`src/rtl/ext_irq_sense.sv`:
```
module ext_irq_sense #(
  parameter int NPINS = 4,
  parameter int DW    = 32
) (
  input  logic          clk,
  input  logic          rst_n,
  input  logic [3:0]    pin_i,
  input  logic          wr_en,
  input  logic [DW-1:0] wr_data,
  output logic [DW-1:0] rd_data,
  output logic          crit_req,
  output logic [2:0]    main_req
);
  localparam int SENSE_LO0  = 22;
  localparam int EN_BIT0    = 11;
  localparam int CLR_BIT0   = 27;
  localparam int MASTER_BIT = 12;
  localparam int ROUTE_BIT  = 0;
  localparam logic [1:0] M_HIGH = 2'd0, M_RISE = 2'd1, M_FALL = 2'd2, M_LOW = 2'd3;

  logic             master_q, route_q;
  logic [NPINS-1:0] en_v, req_v;
  logic [1:0]       mode_v [NPINS];

  always_ff @(posedge clk or negedge rst_n)
    if (!rst_n) begin
      master_q <= 1'b1;
      route_q  <= 1'b1;
    end else if (wr_en) begin
      master_q <= wr_data[MASTER_BIT];
      route_q  <= wr_data[ROUTE_BIT];
    end

  for (genvar n = 0; n < NPINS; n++) begin : g_pin
    logic [1:0] mode_q;
    logic       en_q, s1, s2, s3, lat_q;
    wire        edge_set = (mode_q == M_RISE && s2 && !s3) ||
                           (mode_q == M_FALL && !s2 && s3);
    wire        clr      = wr_en && wr_data[CLR_BIT0-n];

    always_ff @(posedge clk or negedge rst_n)
      if (!rst_n) begin
        {s1, s2, s3} <= 3'b000;
        mode_q       <= M_HIGH;
        en_q         <= 1'b0;
        lat_q        <= 1'b0;
      end else begin
        s1 <= pin_i[n];
        s2 <= s1;
        s3 <= s2;
        if (wr_en) begin
          mode_q <= wr_data[SENSE_LO0-2*n +: 2];
          en_q   <= wr_data[EN_BIT0-n];
        end
        if (edge_set)  lat_q <= 1'b1;
        else if (clr)  lat_q <= 1'b0;
      end

    wire lvl = (mode_q == M_HIGH) ? s2 :
               (mode_q == M_LOW)  ? !s2 : lat_q;

    assign req_v[n]  = lvl && en_q && master_q;
    assign en_v[n]   = en_q;
    assign mode_v[n] = mode_q;
  end

  always_comb begin
    rd_data             = '0;
    rd_data[MASTER_BIT] = master_q;
    rd_data[ROUTE_BIT]  = route_q;
    for (int i = 0; i < NPINS; i++) begin
      rd_data[SENSE_LO0-2*i +: 2] = mode_v[i];
      rd_data[EN_BIT0-i]          = en_v[i];
    end
  end

  assign crit_req = req_v[0];
  assign main_req = req_v[NPINS-1:1];
endmodule


```
`config.mk`:
```
export PLATFORM = sky130hd
export DESIGN_NAME = ext_irq_sense
export DESIGN_NICKNAME = d
export VERILOG_FILES = /design/src/rtl/ext_irq_sense.sv
export SDC_FILE = /design/constraint.sdc
export NUM_CORES = 1
export LEC_CHECK = 0
export ABC_AREA = 1
export BUFFER_PORTS_ARGS = -buffer_cell sky130_fd_sc_hd__buf_2
export CELL_PAD_IN_SITES_DETAIL_PLACEMENT = 0
export CELL_PAD_IN_SITES_GLOBAL_PLACEMENT = 1
export CORE_MARGIN = 1
export CORE_UTILIZATION = 31
export CTS_CLUSTER_DIAMETER = 150
export DETAILED_ROUTE_END_ITERATION = 8
export PLACE_DENSITY_LB_ADDON = 0.15
export REMOVE_ABC_BUFFERS = 1
export SETUP_SLACK_MARGIN = 0.5
export SLEW_MARGIN = 20
export SYNTH_ARGS = -nofsm -noshare
export SYNTH_HDL_FRONTEND = slang
export SYNTH_SLANG_ARGS = --single-unit
```
`constraint.sdc`:
```
create_clock -name clk -period 1.1 [get_ports clk]
set_input_delay 0.165 -clock clk [delete_from_list [all_inputs] [get_ports clk]]
set_output_delay 0.165 -clock clk [all_outputs]
set_load 0.05 [all_outputs]
```
# After elaboration in Yosys (flattened, before gate mapping)
# Index checks and enable logic that the tools add are counted.
# totals
out_inout_bits	36
in_bits	39
word_cells	102
ff_bits	30
# op_classes
reduce_logical	48
muxes	16
eq_ne	12
# op_table
op	n
1-bit logical AND	28
2-bit equality test, second input constant	8
1-bit 2-to-1 mux	16
2-bit by 1-bit equality test with 1-bit output, second input constant	4
1-bit zero test	8
2-bit zero test	4
2-bit nonzero test	4
1-bit logical OR	4

# Logic depth before layout (Yosys ltp)
# Gate-level depths: netlist of run 1.
# logic_depth
ltp_word	5
mapped_depth	5

# Worst setup path after synthesis of run 1
# Ideal clock, no wire load.
# synth_timing
path_type	register to output
start	reg g_pin[0].mode_q[1]
end	out crit_req
path_stages_with_launch	5
path_buffers	0
t_required_ps	935
path_slack_ps	-676
arrival_time_ps	1611
path_cell_list	dfrtp_1 -> nor2_1 -> nor2_1 -> nor2_1 -> nor2_1
# synth_via
elab_chain_len	5
word_cells_on_any_way	6
cone_classes	eq/ne: 1; mux: 2; reduce/logical: 3
# synth_lines
element	line	text
start, declared	35	logic [1:0] mode_q;
start signal, assigned	52	mode_q <= wr_data[SENSE_LO0-2*n +: 2];
2-bit equality test	60	(mode_q == M_LOW) ? !s2 : lat_q;
1-bit 2-to-1 mux	60	
1-bit 2-to-1 mux *	59	wire lvl = (mode_q == M_HIGH) ? s2 :
1-bit logical AND * (2 in a row)	62	assign req_v[n] = lvl && en_q && master_q;
end, declared	11	output logic crit_req,
# Every way passes the cells marked *; elsewhere a longest branch is shown, timed or not.

# Final worst setup path of run 1
# layout_timing
start	reg g_pin[0].mode_q[0]
end	out crit_req
# Same word-level chain as after synthesis.

==> results of run 1 <==
==> power groups by stage <==
stage / registers, W / clock network [W] / logic [W]
floorplan: 0.00146 / 0 / 0.000333
global placement: 0.00130 / 0 / 0.000727
detailed placement: 0.00130 / 0 / 0.000733
CTS: 0.00130 / 0.000935 / 0.000853
global route: 0.00132 / 0.000982 / 0.00107
finish: 0.00130 / 0.000892 / 0.000999
==> sequential cells by signal, indices dropped and copies added (netlist names) <==
signal / cells
g_pin.en_q: 4
g_pin.lat_q: 4
g_pin.mode_q: 8
g_pin.s1: 4
g_pin.s2: 4
g_pin.s3: 4
master_q: 1
route_q: 1
==> how the worst min path moves through the flow <==
stage	start	endpoint	slack, ns	cells after the start
floorplan	rst_n	g_pin[0].en_q	-0.13	0
global placement	rst_n	g_pin[2].lat_q	0.08	1
detailed placement	rst_n	g_pin[2].lat_q	0.08	1
CTS	rst_n	g_pin[2].lat_q	-0.22	1
global route	rst_n	g_pin[2].lat_q	-0.21	1
finish	rst_n	g_pin[2].lat_q	-0.23	1
==> layer usage <==
layer	routed length, µm	track usage, %	vias up
met5	0	0	-
met1	1270	15.7	571
li1	-	-	625
met4	52	6.12	0
met3	152	3.49	6
met2	1620	22.4	47
==> cells by family after synthesis <==
group / synth area share, %
AOI/OAI and AO/OA: 4.61
buffers and inverters: 16.5
DFF: 53.3
other: 0.265
and+or+nand+nor: 25.3
==> placed cells by master, fill, tap and decap left out, types with 2 or more instances in the layout <==
cell       n
inv_2      2
buf_4      9
inv_4      2
clkbuf_8   6
buf_8      6
dfstp_2    2
dfrtp_1   25
nor2_1    11
buf_6     32
conb_1    18
o21ai_2    4
buf_2     24
nand3_1    4
dfrtp_2    3
nor2_2     5
nand2_2    6
inv_1      5
o21ai_1    4
nand2_1   68
o22ai_2    4
==> area by class of cell <==
cell class	instances	area, µm²	share of cell area (%)
clock inverter	1	5.00	0.231
sequential	30	757	34.9
clock buffer	7	86.3	3.98
tap	52	65.1	3.00
multi-input combinational	124	558	25.7
timing repair buffer	72	658	30.4
inverter	9	38.8	1.79
==> metrics by stage <==
step	cell area (µm²)	std cells	worst slack, ns	setup TNS [ns]
after CTS	1940	282	-0.354	-2.17
final	2170	295	-0.359	-2.43
after detailed placement	1660	270	-0.110	-0.416
after global routing	2170	295	-0.463	-3.25
after floorplan	1280	163	-0.676	-2.70
after global placement	1660	270	-0.114	-0.379
==> repair_timing <==
item | in CTS | in global routing
pin swaps | 9 | 10
resized for setup | 47 | 51
setup endpoints to repair | 37 | 37
endpoints found under the hold margin | 16 | 16
setup buffers | 4 | 13
==> flow_summary.ini, run 1 <==
[outcome]
status = complete, but fails checks
violations = negative hold slack, negative setup slack

[worst_setup_path]
reg2reg_from = g_pin[2].mode_q[1]
worstPathCellList = nor2_2 -> nand2_1 -> nand2_1 -> nor2_1 -> nor2_1 -> buf_6
startpoint = g_pin[0].mode_q[0]
worstSetupPathType = register to primary output
cp_slowest_cell = dfrtp_1
rrSetupSlack_ns = -0.09
cp_data_required_time_ns = 0.94
critPathTopFamily = flip-flops
critPathBufInv = 1
end_kind = primary output
crit_fanout = 4
timing.rr.end = g_pin[2].lat_q
reg2reg_depth = 7
crit_cells = 6
crit_arrival_ns = 1.29
start_kind = register
crit_path_end = crit_req
max_stage_delay_ns = 0.43

[power_and_ir_drop]
peakVddDrop_v = 0.000751
p_per_area_nw_per_um2 = 1470
p_clk_share_pct = 27.9
p_int_w = 0.00212
power.switching_w = 0.00107
comb_power_share_pct = 31.3
seqPwrFrac_pct = 40.8
switching_share_pct = 33.6
power_w = 0.00320
cellLeakagePower_nw = 1.16

[cts]
cts_buffers = 5
cts-root-buf = clkbuf_8
numClockSinks = 30
path_clk_slew_ns = 0.06
cts_htree_levels = 2
clockBufferDepth = 2
insertion_delay_ns = 0.28
cts_tree = yes

[drt]
wirelength_mm = 3.10
drt_iter0_markers = 24
viasPerCell = 4.23
via_count = 1249
first_pass_iters = 4
wl_per_cell_um = 10.5
drc = 0
ant_nets = 0

[global_route]
overflow = 0
grt_max_degree = 19
grt_pass1_wl_mm = 5.01
grtUsageTotal_pct = 13.3
grt_pass1_vias = 1147
antenna_found_initial = 0

[timing]
setup_ws_ns = -0.359
grt_setup_unrepaired = true
fin_crit_sh_pct = 133
skew_ns = 0.000780
hold_viol_final = 16
hold_slack_ns = -0.226
drv_slew = 0
fmax_ghz = 0.686
finalCriticalPeriod_ns = 1.46
setup_viol = 16

[hold_path]
min_path_type = primary input to async pin

[yosys]
synth_edf_count = 0
yosys.cell_types.count = 12
ys_ff_latch = 30
yosysWarnings = 0
synth.most_common_cell = nand2_1
synth_top_area_share_pct = 49.6
ys_seq_area_share_pct = 53.3
yosys-top-cells-area = dfrtp_1 (50%), nand2_1 (20%), buf_4 (13%)
synth-main-ff-cell = dfrtp_1
synth_commonest_cells = nand2_1 (74), dfrtp_1 (28), buf_4 (25), nor2_1 (16)
postSynthAreaPerCell_um2 = 8.21
async_flop_share_pct = 100
synth_top_cell_by_area = dfrtp_1
synth_area_um2 = 1410
synth_cells = 172

[floorplan]
rows = 24
die_w_um = 69.5
ios = 75
die_area_um2 = 4830
start_util_pct = 32.4
chipHeight_um = 69.5
core_um2 = 4350

[placed_design]
dp_hpwl_mm = 2.12
io_buffer_count = 42
place.gp.congestion = 0.768

[finish]
drive_above_1_share_pct = 44.0
final_net_count = 281
utilization_pct = 49.8
area_growth_syn_to_layout_pct = 53.5
num-fill-cells = 421
num_antenna_cells = 0

[job]
maxCapViolCount = 0
Power figures use the tool's default switching activity.
==> inputs of run 2 (changes only) <==
--- a/config.mk
+++ b/config.mk
@@ -5,15 +5,15 @@
 export SDC_FILE = /design/constraint.sdc
 export NUM_CORES = 1
 export LEC_CHECK = 0
-export ABC_AREA = 1
 export BUFFER_PORTS_ARGS = -buffer_cell sky130_fd_sc_hd__buf_2
+export CAP_MARGIN = 20
 export CELL_PAD_IN_SITES_DETAIL_PLACEMENT = 0
 export CELL_PAD_IN_SITES_GLOBAL_PLACEMENT = 1
 export CORE_MARGIN = 1
-export CORE_UTILIZATION = 31
+export CORE_UTILIZATION = 33
 export CTS_CLUSTER_DIAMETER = 150
 export DETAILED_ROUTE_END_ITERATION = 8
-export PLACE_DENSITY_LB_ADDON = 0.15
+export PLACE_DENSITY = 0.88
 export REMOVE_ABC_BUFFERS = 1
 export SETUP_SLACK_MARGIN = 0.5
 export SLEW_MARGIN = 20
==> run 2 against run 1 <==
Effect of this change:
- the run still ends with negative hold slack, negative setup slack left
- clock-buffer cell count unchanged
- sequential power about the same
- sequential share of layout area decreased by 1.6 points
- die area decreased by 4.2%
- design area increased by 5.2%
- utilization increased by 6.0 points
- via count decreased by 13%
- clock power decreased by 2.4%
- hold slack improved by 0.015 ns
- wire length increased by 1.2%
- register-to-register slack got worse by 0.06 ns
- maximum frequency decreased by 4.4%
==> flow_summary.ini, run 2 <==
[worst_setup_path]
cp_data_required_time_ns = 0.94
end_kind = primary output
worstSetupPathType = register to primary output
critPathTopFamily = flip-flops
cp_slowest_cell = dfstp_2
crit_fanout = 6
start_kind = register
crit_arrival_ns = 1.36
critPathBufInv = 1
max_stage_delay_ns = 0.60
worstPathCellList = nand2_1 -> a31oi_1 -> buf_4

[cts]
cts-root-buf = clkbuf_8
clockBufferDepth = 2
cts_tree = yes
cts_buffers = 5
path_clk_slew_ns = 0.06
numClockSinks = 30
insertion_delay_ns = 0.28
cts_htree_levels = 2

[drt]
wl_per_cell_um = 13.0
via_count = 1081
drt_iter0_markers = 11
first_pass_iters = 2
drc = 0
wirelength_mm = 3.13
ant_nets = 0
viasPerCell = 4.47

[finish]
final_net_count = 231
largest_reg_flops = 8
drive_above_1_share_pct = 59.4
final_area_um2 = 2280
area_growth_syn_to_layout_pct = 58.5
stdcell_count = 242
mostFrequentLayoutCells = buf_6 (38), buf_2 (24), dfrtp_1 (23), conb_1 (18), nand2_1 (14)
layout_commonest_cell = buf_6
regMostFlops = g_pin.mode_q
num_antenna_cells = 0
num-fill-cells = 329
utilization_pct = 55.8

[floorplan]
rows = 23
start_util_pct = 35.2
die_area_um2 = 4630
die_w_um = 68.0
ios = 75
chipHeight_um = 68.0
core_um2 = 4090

[global_route]
overflow = 0
grt_pass1_wl_mm = 4.51
grt_max_degree = 19
grtUsageTotal_pct = 13.9
antenna_found_initial = 0
grt_pass1_vias = 1031

[timing]
skew_ns = 0.00311
fin_crit_sh_pct = 139
hold_viol_final = 16
hold_slack_ns = -0.211
fmax_ghz = 0.656
drv_slew = 0
grt_setup_unrepaired = true
setup_viol = 23
finalCriticalPeriod_ns = 1.53
setup_ws_ns = -0.426

[yosys]
synth_edf_count = 0
synth_fa_ha_area_share_pct = 0
async_flop_share_pct = 100
ys_ff_latch = 30
yosysWarnings = 0
yosys.cell_types.count = 18
synth_top_family_by_area = buffers and inverters
synth_top_area_share_pct = 48.7
yosys.area_share.simple_pct = 12.8
synth.most_common_cell = dfrtp_1
postSynthAreaPerCell_um2 = 12.6
yosys-top-cells-area = dfrtp_1 (49%), buf_4 (13%), mux2_4 (10%)
ys_seq_area_share_pct = 52.3
synth-compound-area-share_pct = 5.13
synth-main-ff-cell = dfrtp_1
muxShareOfSynthArea_pct = 13.6
synth_cells = 114
synth_xor_area_share_pct = 1.83
synth_commonest_cells = dfrtp_1 (28), buf_4 (24), nand2_1 (15), mux2_4 (10), nor4bb_1 (5)
synth_area_um2 = 1440
synth_top_cell_by_area = dfrtp_1

[power_and_ir_drop]
p_int_w = 0.00227
p_clk_share_pct = 25.9
p_per_area_nw_per_um2 = 1470
switching_share_pct = 32.4
comb_power_share_pct = 34.7
power_w = 0.00336
seqPwrFrac_pct = 39.3
peakVddDrop_v = 0.000951
cellLeakagePower_nw = 1.15
power.switching_w = 0.00109

[outcome]
violations = negative hold slack, negative setup slack
status = complete, but fails checks

[placed_design]
io_buffer_count = 42
place_inst = 220
dp_hpwl_mm = 1.97
place_ws_ns = -0.180
place.gp.congestion = 0.728
placed_cell_area_um2 = 1760

[job]
maxCapViolCount = 0

[hold_path]
min_path_type = primary input to async pin
-- run 2: cell types whose count changed after synthesis, sizes merged, moves of 3 or more --
| cell | change |
|---|---|
| nand2 | -59 |
| mux2 | +14 |
| nor2 | -13 |
| inv | -9 |
| o21ai | -7 |
| nor4bb | +5 |
| a211o | +4 |
| nand3 | -4 |
| o22ai | -4 |
| a31oi | +3 |
| and4bb | +3 |
| nand3b | +3 |
| xor2 | +3 |
-- run 2: cells by family (layout without fill, tap and decap cells) --
| logic type | after synthesis | after routing |
|---|---|---|
| mux | 14 | 14 |
| xor+xnor | 3 | 3 |
| simple gates | 30 | 30 |
| compound gates | 10 | 10 |
| flops | 30 | 30 |
| other cells | 1 | 18 |
| buf+inv | 26 | 87 |
-- run 2: worst paths after layout --
path	slack [ns]	depth (start not counted)	endpoint	startpoint
worst max-delay path	-0.43	3	main_req[2]	master_q
worst max register to register	-0.15	5	g_pin[2].mode_q[0]	g_pin[2].mode_q[0]
worst min-delay path	-0.21	1	g_pin[0].lat_q	rst_n
min in group clk	-0.01	1	g_pin[1].s1	pin_i[1]
worst min register to register	0.34	0	g_pin[0].s2	g_pin[0].s1
max in group asynchronous	0.84	2	g_pin[1].mode_q[0]	rst_n
-- run 2: timing repair --
action,4_1_cts,5_1_grt
hold endpoints to repair,16,16
pin swaps,5,8
endpoints found under the setup margin,39,39
buffers inserted,5,10
resized for setup,59,32
-- run 2: worst register-to-register path: cells and delay by family (launching register included) --
kind,cells,cell delay (ns)
buffers and inverters,4,0.45
flip-flops,1,0.43
multiplexers,1,0.25
-- run 2: cell type report --
cell class,count,area (µm²),area share (%)
clock buffers,7,86.3,3.78
repair buffers,80,763,33.5
flip-flops and latches,30,759,33.3
well taps,50,62.6,2.74
multi-input cells,75,609,26.7
-- run 2: stage by stage --
stage / hold slack (ns) / setup TNS [ns]
CTS: -0.212 / -3.00
floorplan: -0.131 / -4.31
global route: -0.195 / -4.39
global placement: 0.0865 / -0.720
finish: -0.211 / -3.54
detailed placement: 0.0925 / -0.775
-- run 2: power by group through the flow --
stage | combinational (W) | clock [W] | sequential [W]
final | 0.00117 | 0.000871 | 0.00132
after global routing | 0.00123 | 0.000946 | 0.00134
after CTS | 0.00103 | 0.000910 | 0.00131
after detailed placement | 0.000847 | 0 | 0.00131
after global placement | 0.000831 | 0 | 0.00131
after floorplan | 0.000360 | 0 | 0.00150
-- run 2: per-layer routing --
layer / vias to the layer above / GRT usage [%] / wire [µm]
met3: 5 / 5.33 / 200
met4: 0 / 6.25 / 44
met1: 529 / 16.2 / 1290
li1: 507 / - / -
met5: - / 0 / 0
met2: 40 / 22.4 / 1600
==> inputs of run 3 (changes only) <==
--- a/config.mk
+++ b/config.mk
@@ -5,7 +5,7 @@
 export SDC_FILE = /design/constraint.sdc
 export NUM_CORES = 1
 export LEC_CHECK = 0
-export BUFFER_PORTS_ARGS = -buffer_cell sky130_fd_sc_hd__buf_2
+export BUFFER_PORTS_ARGS = -buffer_cell sky130_fd_sc_hd__clkbuf_2
 export CAP_MARGIN = 20
 export CELL_PAD_IN_SITES_DETAIL_PLACEMENT = 0
 export CELL_PAD_IN_SITES_GLOBAL_PLACEMENT = 1
==> run 3 against run 2 <==
Effect of this change:
- the run still ends with negative hold slack, negative setup slack left
- sequential power is essentially flat
- clock skew is essentially flat
- register-to-register slack better by 0.06 ns
- utilization increased by 1.7 points
- global-route usage increased by 0.53 points
- non-clock buffer count shrank 7
- combinational power grew 3%
- setup slack worse by 0.031 ns
- largest cell class unchanged
==> flow_summary.ini, run 3 (synthesis gave the netlist of run 2 again) <==
[timing]
setup_ws_ns = -0.456
drv_slew = 0
fmax_ghz = 0.643
finalCriticalPeriod_ns = 1.56
grt_setup_unrepaired = true
hold_slack_ns = -0.237
fin_setup_tns_ns = -3.29
fin_crit_sh_pct = 141
setup_viol = 21
hold_viol_final = 13
skew_ns = 0.00315

[finish]
drive_above_1_share_pct = 56.5
seqCellArea_um2 = 756
num_antenna_cells = 0
largest_reg_flops = 8
stdcell_count = 236
utilization_pct = 57.5
layout_commonest_cell = dfrtp_1
num-fill-cells = 328
mostFrequentLayoutCells = dfrtp_1 (26), clkbuf_2 (24), buf_6 (21), conb_1 (18), nand2_1 (14)
regMostFlops = g_pin.mode_q
area_growth_syn_to_layout_pct = 63.2
final_net_count = 224
multi_input_area_um2 = 616

[floorplan]
ios = 75
core_um2 = 4090
die_area_um2 = 4630
rows = 23
die_w_um = 68.0
chipHeight_um = 68.0
start_util_pct = 35.2

[worst_setup_path]
rrSetupSlack_ns = -0.09
max_stage_delay_ns = 0.59
timing.rr.end = g_pin[1].lat_q
reg2reg_depth = 4
crit_path_end = crit_req
crit_fanout = 6
start_kind = register
crit_arrival_ns = 1.39
startpoint = master_q
worstPathCellList = nand2_2 -> a211oi_2 -> clkbuf_8
worstSetupPathType = register to primary output
cp_data_required_time_ns = 0.94
cp_slowest_cell = dfstp_2
end_kind = primary output
reg2reg_from = g_pin[1].mode_q[1]

[drt]
wl_met3_um = 198
via_count = 1045
viasPerCell = 4.43
ant_nets = 0
wl_per_cell_um = 12.7
top_layer = met4
wirelength_mm = 3.00
drc = 0
drt_iter0_markers = 10
first_pass_iters = 2
wl_met1_mm = 1.20
dr_wl_met2_mm = 1.56

[placed_design]
dp_hpwl_mm = 2.02
io_buffer_count = 42
place.gp.congestion = 0.769
place_inst = 220

[global_route]
grtUsageTotal_pct = 14.4
grt_max_degree = 19
grt_pass1_vias = 1064
grt_pass1_wl_mm = 4.76
overflow = 0
antenna_found_initial = 0

[power_and_ir_drop]
p_per_area_nw_per_um2 = 1450
cellLeakagePower_nw = 1.15
peakVddDrop_v = 0.000928
power_w = 0.00341

[cts]
path_clk_slew_ns = 0.06
cts_htree_levels = 2
numClockSinks = 30
cts-root-buf = clkbuf_8
cts_buffers = 5
cts_tree = yes
insertion_delay_ns = 0.28
clockBufferDepth = 2

[hold_path]
min_path_type = primary input to async pin

[job]
maxCapViolCount = 0

[outcome]
violations = negative hold slack, negative setup slack
status = complete, but fails checks
run 3: worst min path at each step:
| stage | cells past startpoint | start | slack [ns] | to |
|---|---|---|---|---|
| final | 1 | rst_n | -0.24 | g_pin[3].lat_q |
| after global routing | 1 | rst_n | -0.23 | g_pin[3].mode_q[0] |
| after CTS | 1 | rst_n | -0.23 | g_pin[3].lat_q |
| after detailed placement | 1 | rst_n | 0.07 | g_pin[1].s1 |
| after global placement | 1 | rst_n | 0.06 | g_pin[1].s1 |
| after floorplan | 0 | rst_n | -0.13 | g_pin[0].en_q |
run 3: worst max-delay path, delay by kind of cell (launching register included):
kind	cells	cell delay, ns
DFF	1	0.59
AOI/OAI and AO/OA	1	0.23
and+or+nand+nor	1	0.07
buffers and inverters	1	0.22
run 3: area by class of cell:
type                            count  area share, %
Multi-Input combinational cell     75           26.2
Sequential cell                    30           32.2
Clock inverter                      1          0.213
Clock buffer                        7           3.68
Timing Repair Buffer               73           35.1
Tap cell                           50           2.66
run 3: repair_timing:
action,4_1_cts,5_1_grt
gates resized for setup,62,20
hold endpoints to repair,13,13
buffers inserted,2,6
endpoints found under the setup margin,38,38
pin swaps,5,8
run 3: stage by stage:
stage | setup slack (ns) | hold WS [ns] | instance area (µm²)
finish | -0.456 | -0.237 | 2350
CTS | -0.463 | -0.233 | 2230
global route | -0.522 | -0.230 | 2350
detailed placement | -0.280 | 0.0730 | 1790
floorplan | -1.16 | -0.131 | 1300
global placement | -0.204 | 0.0622 | 1790
run 3: routing by layer:
metal / up-vias / track usage [%]
li1: 495 / -
met1: 506 / 15.9
met2: 39 / 24.4
met3: 5 / 5.50
met4: 0 / 6.51
met5: - / 0
run 3: power breakdown:
group	total (W)	internal [W]	switching, W
combinational	0.00121	0.000596	0.000615
clock	0.000890	0.000503	0.000387
sequential	0.00131	0.00121	0.0000970
total	0.00341	0.00231	0.00110
